**src/rtl/dmaw_pkg.sv**
```systemverilog
package dmaw_pkg;
  localparam int WORD_W = 64;
  localparam int ADDR_W = 32;
  localparam int CNT_W  = 24;
  localparam int NCH    = 4;
  localparam int CH_W   = $clog2(NCH);
  localparam int RAW_CNT_W = 8;

  localparam logic [2:0] SZ_ILLEGAL = 3'b101;
  localparam logic [2:0] SZ_QCLR    = 3'b110;
  localparam logic [2:0] SZ_END     = 3'b111;

  typedef enum logic [1:0] {
    MODE_HS    = 2'b00,
    MODE_EDGE  = 2'b01,
    MODE_LEVEL = 2'b10,
    MODE_STEAL = 2'b11
  } xfer_mode_e;

  typedef enum logic [2:0] {
    CMD_NONE, CMD_START, CMD_CHAN, CMD_ERR, CMD_QCLR, CMD_END
  } cmd_e;

  typedef struct packed {
    logic [2:0]           size;
    logic                 write;
    logic [CH_W-1:0]      chan;
    xfer_mode_e           mode;
    logic [RAW_CNT_W-1:0] count;
    logic [ADDR_W-1:0]    addr;
  } req_fields_t;
endpackage

```
**src/rtl/dmaw_decode.sv**
```systemverilog
module dmaw_decode
  import dmaw_pkg::*;
(
  input  logic [WORD_W-1:0] word_i,
  output req_fields_t       fields_o,
  output cmd_e              cmd_o
);
  always_comb begin
    fields_o.size  = word_i[63:61];
    fields_o.write = word_i[60];
    fields_o.chan  = word_i[59:58];
    fields_o.mode  = xfer_mode_e'(word_i[57:56]);
    fields_o.count = word_i[55:48];
    fields_o.addr  = word_i[ADDR_W-1:0];
  end

  always_comb begin
    if (fields_o.chan != '0)             cmd_o = CMD_CHAN;
    else if (fields_o.size == SZ_ILLEGAL) cmd_o = CMD_ERR;
    else if (fields_o.size == SZ_QCLR)    cmd_o = CMD_QCLR;
    else if (fields_o.size == SZ_END)     cmd_o = CMD_END;
    else if (fields_o.mode == MODE_HS)    cmd_o = CMD_NONE;
    else                                  cmd_o = CMD_START;
  end
endmodule

```
**src/rtl/dmaw_chan_fwd.sv**
```systemverilog
module dmaw_chan_fwd
  import dmaw_pkg::*;
(
  input  logic            clk_i,
  input  logic            rst_ni,
  input  logic            fire_i,
  input  logic [CH_W-1:0] chan_i,
  output logic [NCH-2:0]  ch_req_o
);
  for (genvar g = 1; g < NCH; g++) begin : g_strobe
    logic strobe_q;
    always_ff @(posedge clk_i or negedge rst_ni) begin
      if (!rst_ni) strobe_q <= 1'b0;
      else         strobe_q <= fire_i && (chan_i == CH_W'(g));
    end
    assign ch_req_o[g-1] = strobe_q;
  end

  // at most one channel strobe at a time
  p_onehot_strobe_r2: assert property (@(posedge clk_i) disable iff (!rst_ni)
    $onehot0(ch_req_o));
endmodule

```
**src/rtl/dmaw_seq.sv**
```systemverilog
module dmaw_seq
  import dmaw_pkg::*;
(
  input  logic              clk_i,
  input  logic              rst_ni,
  input  logic              start_i,
  input  logic              qclr_i,
  input  logic              end_i,
  input  req_fields_t       fields_i,
  input  logic              unit_ack_i,
  output logic              active_o,
  output logic              unit_req_o,
  output logic [2:0]        unit_size_o,
  output logic              unit_write_o,
  output logic [ADDR_W-1:0] unit_addr_o,
  output logic              done_o
);
  logic              active_q, gap_q, done_q, write_q;
  xfer_mode_e        mode_q;
  logic [CNT_W-1:0]  cnt_q;
  logic [2:0]        size_q;
  logic [ADDR_W-1:0] addr_q;
  logic              unit_fire, last_unit;

  assign unit_req_o = active_q && !gap_q;
  assign unit_fire  = unit_req_o && (mode_q == MODE_EDGE || unit_ack_i);
  // zero count wraps through all ones: 2^CNT_W units
  assign last_unit  = unit_fire && (cnt_q == CNT_W'(1));

  always_ff @(posedge clk_i or negedge rst_ni) begin
    if (!rst_ni) begin
      active_q <= 1'b0;
      gap_q    <= 1'b0;
      done_q   <= 1'b0;
      write_q  <= 1'b0;
      mode_q   <= MODE_HS;
      cnt_q    <= '0;
      size_q   <= '0;
      addr_q   <= '0;
    end else begin
      done_q <= 1'b0;
      gap_q  <= unit_fire && (mode_q == MODE_STEAL) && !last_unit;
      if (qclr_i) begin
        active_q <= 1'b0;
        gap_q    <= 1'b0;
      end else if (end_i) begin
        done_q   <= active_q;
        active_q <= 1'b0;
        gap_q    <= 1'b0;
      end else if (start_i) begin
        active_q <= 1'b1;
        gap_q    <= 1'b0;
        mode_q   <= fields_i.mode;
        cnt_q    <= CNT_W'(fields_i.count);
        size_q   <= fields_i.size;
        write_q  <= fields_i.write;
        addr_q   <= fields_i.addr;
      end else if (unit_fire) begin
        cnt_q <= cnt_q - 1'b1;
        if (last_unit) begin
          active_q <= 1'b0;
          done_q   <= 1'b1;
        end
      end
    end
  end

  assign active_o     = active_q;
  assign done_o       = done_q;
  assign unit_size_o  = size_q;
  assign unit_write_o = write_q;
  assign unit_addr_o  = addr_q;

  p_hold_until_ack_r7: assert property (@(posedge clk_i) disable iff (!rst_ni)
    (mode_q != MODE_EDGE && unit_req_o && !unit_ack_i && !qclr_i && !end_i)
    |=> unit_req_o);

  p_steal_gap_r8: assert property (@(posedge clk_i) disable iff (!rst_ni)
    (unit_fire && mode_q == MODE_STEAL) |=> !unit_req_o);

  p_done_after_active_r5: assert property (@(posedge clk_i) disable iff (!rst_ni)
    done_o |-> ($past(active_q) && !active_o));

  p_qclr_idle_r10: assert property (@(posedge clk_i) disable iff (!rst_ni)
    qclr_i |=> (!active_o && !done_o && !unit_req_o));
endmodule

```
**src/rtl/dma_req_decoder.sv**
```systemverilog
module dma_req_decoder
  import dmaw_pkg::*;
(
  input  logic              clk_i,
  input  logic              rst_ni,
  input  logic              req_valid_i,
  output logic              req_ready_o,
  input  logic [WORD_W-1:0] req_word_i,
  output logic [NCH-2:0]    ch_req_o,
  output logic              err_o,
  output logic              active_o,
  output logic              unit_req_o,
  input  logic              unit_ack_i,
  output logic [2:0]        unit_size_o,
  output logic              unit_write_o,
  output logic [ADDR_W-1:0] unit_addr_o,
  output logic              done_o
);
  req_fields_t fields;
  cmd_e        cmd;
  logic        accept, err_q, is_ctrl;

  dmaw_decode u_decode (
    .word_i   (req_word_i),
    .fields_o (fields),
    .cmd_o    (cmd)
  );

  assign is_ctrl     = (cmd == CMD_QCLR) || (cmd == CMD_END);
  assign req_ready_o = !active_o || is_ctrl;
  assign accept      = req_valid_i && req_ready_o;

  dmaw_chan_fwd u_chan (
    .clk_i    (clk_i),
    .rst_ni   (rst_ni),
    .fire_i   (accept && cmd == CMD_CHAN),
    .chan_i   (fields.chan),
    .ch_req_o (ch_req_o)
  );

  dmaw_seq u_seq (
    .clk_i        (clk_i),
    .rst_ni       (rst_ni),
    .start_i      (accept && cmd == CMD_START),
    .qclr_i       (accept && cmd == CMD_QCLR),
    .end_i        (accept && cmd == CMD_END),
    .fields_i     (fields),
    .unit_ack_i   (unit_ack_i),
    .active_o     (active_o),
    .unit_req_o   (unit_req_o),
    .unit_size_o  (unit_size_o),
    .unit_write_o (unit_write_o),
    .unit_addr_o  (unit_addr_o),
    .done_o       (done_o)
  );

  always_ff @(posedge clk_i or negedge rst_ni) begin
    if (!rst_ni) err_q <= 1'b0;
    else         err_q <= accept && cmd == CMD_ERR;
  end
  assign err_o = err_q;

  p_err_no_start_r3: assert property (@(posedge clk_i) disable iff (!rst_ni)
    (accept && cmd == CMD_ERR && !active_o) |=> (err_o && !active_o));

  p_hold_off_r11: assert property (@(posedge clk_i) disable iff (!rst_ni)
    (req_valid_i && !req_ready_o) |=> (ch_req_o == '0 && !err_o));
endmodule

```
**config.mk**
```make
export PLATFORM = sky130hd
export DESIGN_NAME = dma_req_decoder
export DESIGN_NICKNAME = d
export VERILOG_FILES = /design/src/rtl/dmaw_pkg.sv /design/src/rtl/dmaw_decode.sv /design/src/rtl/dmaw_chan_fwd.sv /design/src/rtl/dmaw_seq.sv /design/src/rtl/dma_req_decoder.sv
export SDC_FILE = /design/constraint.sdc
export NUM_CORES = 1
export LEC_CHECK = 0
export ABC_AREA = 1
export BUFFER_PORTS_ARGS = -buffer_cell sky130_fd_sc_hd__buf_2
export CORE_ASPECT_RATIO = 1.25
export CORE_MARGIN = 2
export CORE_UTILIZATION = 38
export DETAILED_ROUTE_END_ITERATION = 8
export GPL_ROUTABILITY_DRIVEN = 0
export PLACE_DENSITY = 0.59
export SYNTH_ARGS = -nofsm -noshare
export SYNTH_HDL_FRONTEND = slang
export SYNTH_SLANG_ARGS = --single-unit
```
**constraint.sdc**
```tcl
create_clock -name clk_i -period 3.6 [get_ports clk_i]
set_input_delay 0.72 -clock clk_i [delete_from_list [all_inputs] [get_ports clk_i]]
set_output_delay 0.72 -clock clk_i [all_outputs]
set_load 0.05 [all_outputs]
```
---- Word-level counts from Yosys, hierarchy flattened ----
Cells that the tools add are included.
storage, ports and cells
  register bits ........................... 69
  word-level logic and storage cells ...... 77
operators by class
  $add $sub $neg .......................... 1
  mux-type cells .......................... 20
  reductions and logical operators ........ 28
  equal/unequal tests ..................... 14
  bitwise operators ....................... 2
operators with widths
  operator                 number
  $mux W24                 2
  $eq A24 B1 Y1 const B    1
  $sub A24 B1 Y24 const B  1
  $eq A3 B3 Y1 const B     5
  $logic_and A1 B1 Y1      14
  $mux W1                  14
  $mux W3                  4
  $reduce_bool A4 Y1       2
  $eq A2 B2 Y1 const B     3
  $eq A3 B2 Y1 const B     2
  $reduce_and A3 Y1        2
  $eq A2 B1 Y1 const B     2
  $reduce_bool A2 Y1       2
  $eq A3 B1 Y1 const B     1
  $logic_not A1 Y1         3
  $logic_or A1 B1 Y1       3
  $logic_not A2 Y1         1
  $not A1 Y1               2
  $reduce_and A2 Y1        1

---- Depth between registers and ports, before layout ----
  word-level depth ........................ 14
  depth in mapped cells ................... 11

---- By module ----
Synthesis repeated with hierarchy kept, for this count alone.
unflattened totals
  cell total of the unflattened synthesis .. 507
  area, all modules ....................... 3,897.5 sq um
modules (own cells, without submodules)
  module           cells an instance  times used  sequential area each (sq um)  area an instance (sq um)
  dmaw_seq         419                1           1,626.6                       3,265.6
  dmaw_decode      55                 1           0.0                           395.4
  dmaw_chan_fwd    12                 1           75.1                          120.1
  dma_req_decoder  21                 1           25.0                          116.4

---- Least setup slack after synthesis ----
No wires, ideal clock.
  path kind ............................... input to register
  start ................................... input port req_word_i[59]
  end ..................................... register u_seq.addr_q[15] (netlist: u_seq.unit_addr_o[15])
  stages on the path ...................... 8
  data arrival time ....................... 1.943 ns
  slack ................................... 1.539 ns
  buffers on the path ..................... 2
  library setup time ...................... 0.118 ns
  data required time ...................... 3.482 ns
  path through ............................ nor2_4 -> nand2_1 -> nand2_1 -> nand3_4 -> buf_4 -> buf_4 -> nand2_1 -> nand2_1
on the way
  word-level cells in the longest chain between the ends .. 9
  elaborated cells on any way between the ends .. 14
  those cells by class .................... 3 x eq/ne; 1 x mux; 2 x bitwise; 8 x reduce/logical
ends and longest elaborated chain
  element                                        line                                          text
  from (decl)                                    dma_req_decoder.sv:8                          input logic [WORD_W-1:0] req_word_i,
  $reduce_bool A2 Y1 (*)                         dmaw_decode.sv:18                             if (fields_o.chan != '0) cmd_o = CMD_CHAN;
  $mux W3 (*)                                    dmaw_decode.sv:18
  $eq A3 B3 Y1                                   dma_req_decoder.sv:29                         assign is_ctrl = (cmd == CMD_QCLR) || (cmd == CMD_END);
  $logic_or A1 B1 Y1 (*)                         dma_req_decoder.sv:29
  $logic_or A1 B1 Y1 (*)                         dma_req_decoder.sv:30                         assign req_ready_o = !active_o || is_ctrl;
  via req_ready_o                                dma_req_decoder.sv:7                          output logic req_ready_o,
  $logic_and A1 B1 Y1 (*)                        dma_req_decoder.sv:31                         assign accept = req_valid_i && req_ready_o;
  $logic_and A1 B1 Y1, on equally long branches  dma_req_decoder.sv:45, dma_req_decoder.sv:46
  $not A1 Y1 (no source line)                    -
  $reduce_and A3 Y1 (no source line) (*)         -
  to (signal assigned)                           dmaw_seq.sv:57                                addr_q <= fields_i.addr;
  to (decl)                                      dmaw_seq.sv:22                                logic [ADDR_W-1:0] addr_q;
The timed path passes the listed nets; every way through them passes the cells marked *.
A chain may end at the register's enable or synchronous reset.

---- Final worst setup path ----
  start ................................... input port req_word_i[59]
  end ..................................... register u_seq.mode_q[1]
on the way
  word-level cells in the longest chain between the ends .. 9
  elaborated cells on any way between the ends .. 14
  those cells by class .................... 3 x eq/ne; 1 x mux; 2 x bitwise; 8 x reduce/logical
ends and longest elaborated chain
  element                                        line                                                                 text
  $reduce_bool A2 Y1 (*)                         dmaw_decode.sv:18
  $mux W3 (*)                                    dmaw_decode.sv:18
  $eq A3 B3 Y1, on equally long branches         dma_req_decoder.sv:29, dma_req_decoder.sv:45, dma_req_decoder.sv:46
  $logic_or A1 B1 Y1                             dma_req_decoder.sv:29
  $logic_or A1 B1 Y1                             dma_req_decoder.sv:30
  $logic_and A1 B1 Y1                            dma_req_decoder.sv:31
  $logic_and A1 B1 Y1, on equally long branches  dma_req_decoder.sv:45, dma_req_decoder.sv:46
  $not A1 Y1 (no source line)                    -
  $reduce_and A3 Y1 (no source line) (*)         -
  to (signal assigned)                           dmaw_seq.sv:53                                                       mode_q <= fields_i.mode;
  to (decl)                                      dmaw_seq.sv:19                                                       xfer_mode_e mode_q;
Every way passes the cells marked *; elsewhere a longest branch is shown, timed or not.

==> flow_summary.ini <==
[outcome]
status = completed

[pwr]
p_leak_nw = 2.441
vdd_drop_max_mv = 0.6487
pwr-share-comb_pct = 48.8
cellInternalPower_mw = 2.149
p_sw_mw = 2.161
switching_share_pct = 50.14
power_frac_seq_pct = 30.7
clockPowerShare_pct = 20.5
p_per_area_nw_per_um2 = 998.5

[sta]
slew_violations = 0
finalHoldViolations = 0
fin_setup_tns_ps = 0
rsz0062_at_grt = no
finalCritPeriodShare_pct = 63.93
setup_viol = 0
finalCriticalPeriod_ps = 2301
fin_worst_skew_ps = 7.042
max_clock_freq_mhz = 434.5
slew_headroom_pct = 41.73
tightest_slew_ps = 874.1

[worst_setup_path]
crit_slowest_cell = inv_2
path_class = primary input to flop
r2r_slack_ps = 1580
cp_max_fo = 35
cp-end-kind = flop
slowest_delay_ps = 590
path_cells = buf_2 > nor2_4 > nand2_1 > nor2_4 > nand3_4 > inv_2 > buf_4 > o21ai_0
required_ps = 3810
start_kind = primary input
cp.arrival_ps = 2510
cp_common_cell = nor2_4

[cells_and_area]
final_util_pct = 47.82
final_area_um2 = 4317
area_delta_synth_final_pct = 24.32
final_common_cell = nand2_1
final_layout_size_suffix_gt1_share_pct = 21.38
final_cell_mix = 213 x nand2_1, 95 x buf_2, 69 x dfrtp_1
num-nets-final = 631
fillers = 900
antenna_cells = 0

[synth]
synth_area_per_cell_um2 = 7.403
synth_top_area_share_pct = 49.73
synth_area_leaders = dfrtp_1 50%, nand2_1 23%, nor2_1 5.2%, nand4_1 4.0%, inv_1 3.9%
syn_nets = 539
yosys_warnings = 0
synth_cell_type_count = 22
yosysSeqAreaShare_pct = 49.73
yosys.area.top_type = dfrtp_1
synth_seq_cells = 69
syn_area_um2 = 3472
synth_cells = 469

[detailed_routing]
ant_nets = 0
wl_per_cell_um = 12.11
firstDrtPassIters = 4
detailedRoute.firstIterationViolations = 179
drc = 0
vias_per_cell = 4.708
routed-via-count = 3244
routed_wl_um = 8342

[clock_tree]
clockBufferDepth = 2
cts_buffers = 9
clock_latency_ps = 330
cts-root-buf = clkbuf_16
cts_setup_buffers = 0
postCtsResizedCells = 0
cts_hold_buf = 0
htree_levels = 3
cts_tree = yes
clk_pin_slew_ps = 60
clock_sinks = 69

[global_routing]
grt-ovfl-total = 0
grt_pass1_vias = 3044
grt_usage_pct = 17.89
grt_pass1_wl_um = 14080
antenna_found_initial = 0
grt_max_degree = 39

[die]
num_io_pins = 112
coreArea_um2 = 9027
dieArea_um2 = 9922
die_w_um = 89.50
dieHeight_um = 110.9
rows = 39
start_util_pct = 38.46

[min_path]
hold_class = flop to flop

[placed_design]
portBuffers = 95
place_hpwl_um = 5951
place_area_um2 = 4018

[job]
cap_violations = 0
-- worst paths after layout --
check / start / endpoint / cells past startpoint
max in group asynchronous: rst_ni / u_seq.unit_addr_o[12] / 2
worst min-delay path: u_seq.unit_addr_o[22] / u_seq.unit_addr_o[22] / 2
min in group asynchronous: rst_ni / err_o / 1
worst max-delay path: req_word_i[59] / u_seq.mode_q[1] / 8
worst min register to register: u_seq.unit_addr_o[22] / u_seq.unit_addr_o[22] / 2
worst max register to register: u_seq.active_o / u_seq.mode_q[1] / 5
-- final cells by class --
class	instances	area (um^2)	area share (%)
sequential	69	1727	40.00
clock inverter	7	73.82	1.710
inverter	38	142.6	3.304
clock buffer	9	225.2	5.217
multi-input combinational	344	1489	34.49
tap	123	153.9	3.565
timing repair buffer	99	505.5	11.71
-- flip-flops by register name (all words and copies together), names as in the netlist --
| register | cells |
|---|---|
| u_seq.unit_size_o | 3 |
| u_seq.unit_write_o | 1 |
| u_seq.unit_addr_o | 32 |
| u_seq.cnt_q | 24 |
| err_o | 1 |
| u_seq.done_o | 1 |
| u_seq.mode_q | 2 |
| u_seq.active_o | 1 |
| u_chan.g_strobe.strobe_q | 3 |
| u_seq.gap_q | 1 |
-- cell usage after synthesis --
| library cell | count |
|---|---|
| a21oi_1 | 2 |
| buf_2 | 7 |
| buf_4 | 8 |
| buf_6 | 1 |
| clkbuf_1 | 2 |
| dfrtp_1 | 69 |
| ha_1 | 2 |
| inv_1 | 36 |
| inv_2 | 2 |
| nand2_1 | 213 |
| nand2_4 | 1 |
| nand3_1 | 20 |
| nand3_4 | 1 |
| nand4_1 | 22 |
| nor2_1 | 48 |
| nor2_4 | 2 |
| nor3_1 | 3 |
| o211ai_1 | 3 |
| o21ai_0 | 17 |
| o21ai_1 | 6 |
| o21bai_1 | 2 |
| xor2_1 | 2 |
-- metal layers --
| layer | share of wire [%] | vias to the layer above | track usage (%) |
|---|---|---|---|
| li1 | - | 1665 | - |
| met1 | 44 | 1491 | 22.81 |
| met2 | 49 | 76 | 28.64 |
| met3 | 5.5 | 12 | 5.138 |
| met4 | 1.8 | 0 | 6.269 |
| met5 | 0 | - | 0 |
-- critical path: cells and delay by family --
kind                   cells  cell delay (ps)
and+or+nand+nor            4              720
buffers and inverters      3              980
AOI/OAI and AO/OA          1               80
-- metrics by stage --
stage          instances  setup slack (ps)  power [mW]  hold WS, ps
2_1_floorplan        469              1539       2.936        424.4
3_3_place_gp         673             934.5       3.418        457.6
3_5_place_dp         673             885.4       3.441        459.6
4_1_cts              689              1238       4.347        476.6
5_1_grt              689              1024       4.629        495.6
6_report             689              1299       4.310        471.1
-- power groups by stage --
stage	clock, mW	combinational (mW)	sequential, mW
after floorplan	0	0.932	2.00
after global placement	0	2.10	1.32
after detailed placement	0	2.12	1.32
after CTS	0.901	2.13	1.32
after global routing	0.939	2.32	1.37
final	0.882	2.10	1.32
-- logic make-up after synthesis --
group,after synthesis,synth area share (%)
AND/OR/NAND/NOR,310,36.97
adder cells (fa/ha/maj),2,0.7206
AO/OA/AOI/OAI,30,4.685
XOR/XNOR,2,0.5046
flip-flops,69,49.73
buffers and inverters,56,7.388
(Power assumes the default switching activity.)
